File: config.mk
export PLATFORM = sky130hd
export DESIGN_NAME = bscan_tap
export DESIGN_NICKNAME = d
export VERILOG_FILES = /design/src/rtl/bscan_pkg.sv /design/src/rtl/bscan_fsm.sv /design/src/rtl/bscan_ir.sv /design/src/rtl/bscan_chain.sv /design/src/rtl/bscan_tap.sv
export SDC_FILE = /design/constraint.sdc
export NUM_CORES = 1
export LEC_CHECK = 0
export ABC_AREA = 1
export BUFFER_PORTS_ARGS = -buffer_cell sky130_fd_sc_hd__buf_2
export CAP_MARGIN = 30
export CORE_MARGIN = 2
export CORE_UTILIZATION = 50
export CTS_BUF_LIST = sky130_fd_sc_hd__clkbuf_16
export CTS_CLUSTER_SIZE = 10
export DETAILED_ROUTE_END_ITERATION = 10
export PLACE_DENSITY_LB_ADDON = 0.05
export SLEW_MARGIN = 15
export SYNTH_ARGS = -nofsm -noshare
export SYNTH_HDL_FRONTEND = slang
export SYNTH_SLANG_ARGS = --single-unit
File: constraint.sdc
create_clock -name tck -period 1.7 [get_ports tck]
set_input_delay 0.255 -clock tck [delete_from_list [all_inputs] [get_ports tck]]
set_output_delay 0.255 -clock tck [all_outputs]
set_load 0.02 [all_outputs]
File: src/rtl/bscan_pkg.sv
package bscan_pkg;

  localparam int IR_W = 4;

  typedef enum logic [3:0] {
    ST_RESET, ST_IDLE,
    ST_SEL_DR, ST_CAP_DR, ST_SH_DR, ST_EX1_DR, ST_PAU_DR, ST_EX2_DR, ST_UPD_DR,
    ST_SEL_IR, ST_CAP_IR, ST_SH_IR, ST_EX1_IR, ST_PAU_IR, ST_EX2_IR, ST_UPD_IR
  } tap_state_e;

  typedef enum logic [2:0] {
    MD_FUNC, MD_EXT, MD_SAMPLE, MD_CLAMP, MD_FLOAT
  } pad_mode_e;

  localparam logic [IR_W-1:0] OP_EXT     = 4'b0000;
  localparam logic [IR_W-1:0] OP_SAMPLE  = 4'b0001;
  localparam logic [IR_W-1:0] OP_FLOAT   = 4'b1000;
  localparam logic [IR_W-1:0] OP_CLAMP   = 4'b1001;
  localparam logic [IR_W-1:0] OP_BYPASS  = 4'b1111;
  localparam logic [IR_W-1:0] IR_CAP_VAL = 4'b0001;

endpackage

File: src/rtl/bscan_fsm.sv
module bscan_fsm
  import bscan_pkg::*;
(
  input  logic       tck,
  input  logic       rst,
  input  logic       tms,
  output tap_state_e state
);

  tap_state_e nxt;

  always_comb begin
    nxt = state;
    unique case (state)
      ST_RESET:  nxt = tms ? ST_RESET  : ST_IDLE;
      ST_IDLE:   nxt = tms ? ST_SEL_DR : ST_IDLE;
      ST_SEL_DR: nxt = tms ? ST_SEL_IR : ST_CAP_DR;
      ST_CAP_DR: nxt = tms ? ST_EX1_DR : ST_SH_DR;
      ST_SH_DR:  nxt = tms ? ST_EX1_DR : ST_SH_DR;
      ST_EX1_DR: nxt = tms ? ST_UPD_DR : ST_PAU_DR;
      ST_PAU_DR: nxt = tms ? ST_EX2_DR : ST_PAU_DR;
      ST_EX2_DR: nxt = tms ? ST_UPD_DR : ST_SH_DR;
      ST_UPD_DR: nxt = tms ? ST_SEL_DR : ST_IDLE;
      ST_SEL_IR: nxt = tms ? ST_RESET  : ST_CAP_IR;
      ST_CAP_IR: nxt = tms ? ST_EX1_IR : ST_SH_IR;
      ST_SH_IR:  nxt = tms ? ST_EX1_IR : ST_SH_IR;
      ST_EX1_IR: nxt = tms ? ST_UPD_IR : ST_PAU_IR;
      ST_PAU_IR: nxt = tms ? ST_EX2_IR : ST_PAU_IR;
      ST_EX2_IR: nxt = tms ? ST_UPD_IR : ST_SH_IR;
      ST_UPD_IR: nxt = tms ? ST_SEL_DR : ST_IDLE;
      default:   nxt = ST_RESET;
    endcase
  end

  always_ff @(posedge tck or posedge rst) begin
    if (rst) state <= ST_RESET;
    else     state <= nxt;
  end

  // the reset state is held while mode select stays high
  p_reset_hold_r1: assert property (@(posedge tck) disable iff (rst)
    (state == ST_RESET && tms) |=> state == ST_RESET);

endmodule

File: src/rtl/bscan_ir.sv
module bscan_ir
  import bscan_pkg::*;
(
  input  logic       tck,
  input  logic       rst,
  input  tap_state_e state,
  input  logic       tdi,
  output logic       so,
  output pad_mode_e  mode,
  output logic       sel_chain
);

  logic [IR_W-1:0] sr_q;
  logic [IR_W-1:0] op_q;
  logic [IR_W-1:0] op_eff;

  always_ff @(posedge tck or posedge rst) begin
    if (rst) begin
      sr_q <= IR_CAP_VAL;
      op_q <= OP_BYPASS;
    end else begin
      unique case (state)
        ST_RESET:  op_q <= OP_BYPASS;
        ST_CAP_IR: sr_q <= IR_CAP_VAL;
        ST_SH_IR:  sr_q <= {tdi, sr_q[IR_W-1:1]};
        ST_UPD_IR: op_q <= sr_q;
        default:   ;
      endcase
    end
  end

  // the reset state overrides the latched code at once
  assign op_eff = (state == ST_RESET) ? OP_BYPASS : op_q;
  assign so     = sr_q[0];

  always_comb begin
    unique case (op_eff)
      OP_EXT:    mode = MD_EXT;
      OP_SAMPLE: mode = MD_SAMPLE;
      OP_CLAMP:  mode = MD_CLAMP;
      OP_FLOAT:  mode = MD_FLOAT;
      default:   mode = MD_FUNC;
    endcase
  end

  assign sel_chain = (mode == MD_EXT) || (mode == MD_SAMPLE);

  // the fixed pattern is loaded on capture
  p_ir_capture_r3: assert property (@(posedge tck) disable iff (rst)
    state == ST_CAP_IR |=> sr_q == IR_CAP_VAL);

  // passing through the reset state leaves bypass latched
  p_reset_bypass_r1: assert property (@(posedge tck) disable iff (rst)
    state == ST_RESET |=> op_q == OP_BYPASS);

endmodule

File: src/rtl/bscan_chain.sv
module bscan_chain
  import bscan_pkg::*;
#(
  parameter int NPIN = 4
) (
  input  logic            tck,
  input  logic            rst,
  input  tap_state_e      state,
  input  logic            sel,
  input  logic            tdi,
  input  logic [NPIN-1:0] pad_in,
  input  logic [NPIN-1:0] core_out,
  input  logic [NPIN-1:0] core_oe,
  output logic            so,
  output logic [NPIN-1:0] upd_out,
  output logic [NPIN-1:0] upd_oe
);

  localparam int CPP = 3;
  localparam int LEN = CPP * NPIN;

  logic [LEN-1:0]    sr_q;
  logic [LEN-1:0]    cap;
  logic [2*NPIN-1:0] upd_q;
  logic [2*NPIN-1:0] upd_nxt;

  for (genvar i = 0; i < NPIN; i++) begin : g_pin
    assign cap[CPP*i]     = pad_in[i];
    assign cap[CPP*i+1]   = core_out[i];
    assign cap[CPP*i+2]   = core_oe[i];
    assign upd_nxt[2*i]   = sr_q[CPP*i+1];
    assign upd_nxt[2*i+1] = sr_q[CPP*i+2];
    assign upd_out[i]     = upd_q[2*i];
    assign upd_oe[i]      = upd_q[2*i+1];
  end

  always_ff @(posedge tck or posedge rst) begin
    if (rst) begin
      sr_q  <= '0;
      upd_q <= '0;
    end else if (sel) begin
      unique case (state)
        ST_CAP_DR: sr_q  <= cap;
        ST_SH_DR:  sr_q  <= {tdi, sr_q[LEN-1:1]};
        ST_UPD_DR: upd_q <= upd_nxt;
        default:   ;
      endcase
    end
  end

  assign so = sr_q[0];

  // latched cells move only on the edge leaving data update
  p_upd_hold_r11: assert property (@(posedge tck) disable iff (rst)
    state != ST_UPD_DR |=> $stable(upd_q));

endmodule

File: src/rtl/bscan_tap.sv
module bscan_tap
  import bscan_pkg::*;
#(
  parameter int NPIN = 4
) (
  input  logic            tck,
  input  logic            trst_n,
  input  logic            test_en,
  input  logic            tms,
  input  logic            tdi,
  output logic            tdo,
  output logic            tdo_oe,
  input  logic [NPIN-1:0] core_out,
  input  logic [NPIN-1:0] core_oe,
  input  logic [NPIN-1:0] pad_in,
  output logic [NPIN-1:0] pad_out,
  output logic [NPIN-1:0] pad_oe
);

  logic            rst;
  tap_state_e      state;
  pad_mode_e       mode;
  logic            sel_chain;
  logic            ir_so;
  logic            ch_so;
  logic            byp_q;
  logic            dr_so;
  logic [NPIN-1:0] upd_out;
  logic [NPIN-1:0] upd_oe;
  logic            drive_cells;

  assign rst = !trst_n || !test_en;

  bscan_fsm u_fsm (
    .tck   (tck),
    .rst   (rst),
    .tms   (tms),
    .state (state)
  );

  bscan_ir u_ir (
    .tck       (tck),
    .rst       (rst),
    .state     (state),
    .tdi       (tdi),
    .so        (ir_so),
    .mode      (mode),
    .sel_chain (sel_chain)
  );

  bscan_chain #(.NPIN(NPIN)) u_chain (
    .tck      (tck),
    .rst      (rst),
    .state    (state),
    .sel      (sel_chain),
    .tdi      (tdi),
    .pad_in   (pad_in),
    .core_out (core_out),
    .core_oe  (core_oe),
    .so       (ch_so),
    .upd_out  (upd_out),
    .upd_oe   (upd_oe)
  );

  // single bypass cell, also the path for clamp and float
  always_ff @(posedge tck or posedge rst) begin
    if (rst) byp_q <= 1'b0;
    else if (!sel_chain) begin
      if (state == ST_CAP_DR)     byp_q <= 1'b0;
      else if (state == ST_SH_DR) byp_q <= tdi;
    end
  end

  assign dr_so = sel_chain ? ch_so : byp_q;

  // serial output is retimed on the falling edge
  always_ff @(negedge tck or posedge rst) begin
    if (rst) begin
      tdo    <= 1'b0;
      tdo_oe <= 1'b0;
    end else begin
      tdo    <= (state == ST_SH_IR) ? ir_so : dr_so;
      tdo_oe <= (state == ST_SH_IR) || (state == ST_SH_DR);
    end
  end

  assign drive_cells = (mode == MD_EXT) || (mode == MD_CLAMP);

  for (genvar i = 0; i < NPIN; i++) begin : g_pad
    assign pad_out[i] = drive_cells ? upd_out[i] : core_out[i];
    assign pad_oe[i]  = (mode == MD_FLOAT) ? 1'b0 :
                        drive_cells ? upd_oe[i] : core_oe[i];
  end

  // bypass capture loads zero
  p_bypass_cap_r4: assert property (@(posedge tck) disable iff (rst)
    (state == ST_CAP_DR && !sel_chain) |=> byp_q == 1'b0);

  // bypass shift delays serial input by one edge
  p_bypass_shift_r4: assert property (@(posedge tck) disable iff (rst)
    (state == ST_SH_DR && !sel_chain) |=> byp_q == $past(tdi));

endmodule

# Word level (Yosys, flattened, before mapping)
# Cells that the tools add are included.
dict set report classes {
  n_eq_ne 22
  n_reduce_logical 17
  n_mux 34
  bitwise_logic 1
}
# operator count
set op_table {}
lappend op_table {{$pmux 4 s12} 1}
lappend op_table {{$eq 4x4->1 const B} 10}
lappend op_table {{$pmux 12 s2} 1}
lappend op_table {{$mux 4} 5}
lappend op_table {{$mux 1} 19}
lappend op_table {{$eq 4x3->1 const B} 4}
lappend op_table {{$pmux 4 s2} 2}
lappend op_table {{$pmux 3 s4} 1}
lappend op_table {{$eq 4x1->1 const B} 2}
lappend op_table {{$eq 4x2->1 const B} 2}
lappend op_table {{$logic_not 4->1} 2}
lappend op_table {{$eq 3x2->1 const B} 2}
lappend op_table {{$mux 2} 3}
lappend op_table {{$mux 3} 2}
lappend op_table {{$reduce_and 2->1} 3}
lappend op_table {{$reduce_bool 2->1} 3}
lappend op_table {{$logic_or 1x1->1} 4}
lappend op_table {{$reduce_or 2->1} 2}
lappend op_table {{$eq 3x1->1 const B} 1}
lappend op_table {{$eq 3x3->1 const B} 1}
lappend op_table {{$reduce_or 3->1} 1}
lappend op_table {{$logic_not 1->1} 2}
lappend op_table {{$not 1->1} 1}
dict set report word_totals {
  input_bits 17
  word_cells 82
  reg_bits 35
}

# Depth between registers and ports, before layout
dict set report depth {
  word_depth 8
  depth_mapped 10
  depth_no_buf 8
}

# By module
# Synthesis repeated with hierarchy kept, for this count alone.
dict set report hier_totals {
  cells_unflattened 306
  area_unflattened_um2 2127.0
}
# module area_per_inst_um2 cells_each n_inst seq_area_each_um2
set by_module_without_submodules {}
lappend by_module_without_submodules {bscan_chain 1041.0 136 1 500.5}
lappend by_module_without_submodules {bscan_ir 441.7 56 1 206.4}
lappend by_module_without_submodules {bscan_fsm 350.3 60 1 100.1}
lappend by_module_without_submodules {bscan_tap 294.0 54 1 75.1}

==> run metrics <==
diode count 0; Area growth, synth to finish 39.1%; GP Congestion 0.844; die width 66.4 um; leak pwr 1.41 nW; htree depth 2; antenna viol nets, final 0; max-slew violation count 0; setup ws final -0.275 ns; worst path bufs/invs 1; Layout Cells excl Fill 362; chip height 66.4 um; max-cap viol count 0; Wirelength per Cell 13.7 um; pwr dens 1830 mW/mm^2; Residual DRC 0; Min Hold Slack 0.109 ns; crit path DAT 1.72 ns; flops & latches, synth 35; CTS tree done; Initial Utilization 52.5%; crit path cell chain buf_6; DRT Pass-1 Iters 4; WL final 4.97 mm; number of flops mapped to enable cells by yosys 0; Yosys Warn Count 0; Worst-Skew Late Latency 0.30 ns; most frequent cells after synthesis nand2_1 (62), inv_1 (34), dfrtp_1 (28); first-pass GRT wire length 8.47 mm; top area cells in the synthesized netlist dfrtp_1 (36%), nand2_1 (12%), dfstp_2 (6.7%); crit path launch type flip-flop; DR vias/cell 5.19; Site Rows 22; most common cell in the netlist nand2_1; Distinct cells, synth 29; CP delay by family, top flip-flops; CTS max path bufs 2; prevailing post-synth register cell dfrtp_1; largest net degree at the start of global routing 27; share of post-route cells with drive strength above 1 39.5%; crit path max fanout 1; relative slew slack 74.8%; # setup viols final 12; Critical Path RT 1.44 ns; # port buffers 26; IO Count 27; status finished, violations left; area of the mapped netlist 0.00195 sq mm; Setup crit end kind primary output; grt ovf 0; critical path type reg -> out; setup TNS -2.92 ns; HPWL after detailed placement 3.39 mm; worst min path class in -> async; Mapped Nets 267; Async SR Flop Fraction 100%; antenna violations before repair 0; post-synth top area cell dfrtp_1; failing checks setup timing; Crit path largest cell delay 0.44 ns; RSZ-0062 raised after global routing yes; GRT Overall Usage 26.6%; final hold vios 0; register area share after synthesis 45.3%; top cell type's share of synthesized area 35.9%; CTS clock-pin slew for the worst setup and hold paths 0.05 ns; Cells after Synth 250; VDD IR max 0.949 mV; Die Area 0.00441 sq mm; # nets final 330; Worst-Margin Slew 0.378 ns; DP Cell Count 344; average size of a mapped cell 7.80 sq um; Sink Count 35; DRT iter0 DRCs 81; CTS root buf clkbuf_16; Worst path slowest cell dfrtn_1; total core area 0.00372 sq mm; clock skew 0.0274 ns; number of global-route vias before repair 1,816; via total after detailed routing 1,880; total CTS buffers 5; setup slack, reg-to-reg -0.26 ns
## worst reg2reg max path: stages (launching register included)
cell	delay (ns)
dfrtp_2	0.44
nor2_8	0.13
nand2_4	0.06
buf_4	0.14
nand4_4	0.07
o21ai_1	0.06
nand2_1	0.05
nand2_1	0.04
## path summary, 6_finish.rpt
kind | cells past startpoint | from | to
worst max-delay path | 1 | tdo | tdo
worst min-delay path | 3 | test_en | u_ir.sr_q[0]
worst max register to register | 7 | u_fsm.state[0] | tdo
worst min register to register | 2 | u_chain.sr_q[4] | u_chain.upd_q[2]
max in group asynchronous | 5 | trst_n | u_ir.sr_q[2]
min in group tck | 3 | tdi | u_ir.sr_q[3]
## cells by family after synthesis
| kind of cell | Yosys count | synth area share (%) |
|---|---|---|
| flops | 35 | 45.3 |
| buf+inv | 45 | 10.6 |
| compound gates | 60 | 17.6 |
| simple gates | 110 | 26.6 |
## cell usage in the layout, fill, tap and decap left out, drive strengths merged
cell and count:
o211ai 1, clkinv 1, buf 60, nor2 30
nand4 3, dlygate4sd3 2, dfrtn 2, clkbuf 5
inv 39, o22ai 3, nor3 1, nand2 65
clkinvlp 2, dfstp 5, o31ai 1, o21ai 36
a21oi 15, nand3 11, dfrtp 28, o21a 3
o2111ai 1
## per-layer routing
metal	global-route usage, %	up-vias	part of all wire, %
met1	34.1	873	45
met5	0	-	0
met2	42.5	66	46
met4	12.0	0	2.7
met3	6.47	11	6.8
li1	-	930	-
## power breakdown
part / switching (W) / internal, W / leakage, nW
sequential: 0.000205 / 0.00116 / 0.413
combinational: 0.00153 / 0.00122 / 0.926
clock: 0.000332 / 0.000534 / 0.0710
## cell type report
class,count,area [sq um]
Clock inverter,3,16.3
Timing Repair Buffer,62,499
Multi-Input combinational cell,170,970
Fill cell,309,1000
Tap cell,48,60.1
Clock buffer,5,125
Inverter,39,155
Sequential cell,35,886
## state kept, by name, indices dropped and copies added (netlist names)
register	flops
u_fsm.state	4
u_ir.op_q	4
u_ir.sr_q	4
u_chain.upd_q	8
u_chain.sr_q	12
tdo_oe	1
tdo	1
byp_q	1
## metrics by stage
stage	utilization, %	total power, W	instance area [sq um]	setup slack, ns
floorplan	-	0.00275	1970	-0.247
global placement	62.1	0.00344	2310	-0.164
detailed placement	62.1	0.00346	2310	-0.207
CTS	72.3	0.00490	2690	-0.273
global route	73.0	0.00531	2710	-0.350
finish	73.0	0.00497	2710	-0.275
## timing repair
| item | 4_1_cts | 5_1_grt |
|---|---|---|
| setup buffers | 6 | 1 |
| pin swaps | 9 | 0 |
| gates resized for setup | 51 | 6 |
| endpoints found under the setup margin | 12 | 15 |
| hold endpoints to repair | 6 | 0 |
| hold buffers | 2 | 0 |
| cloned | 1 | 0 |
No activity file was read; power rests on OpenSTA's default activity.
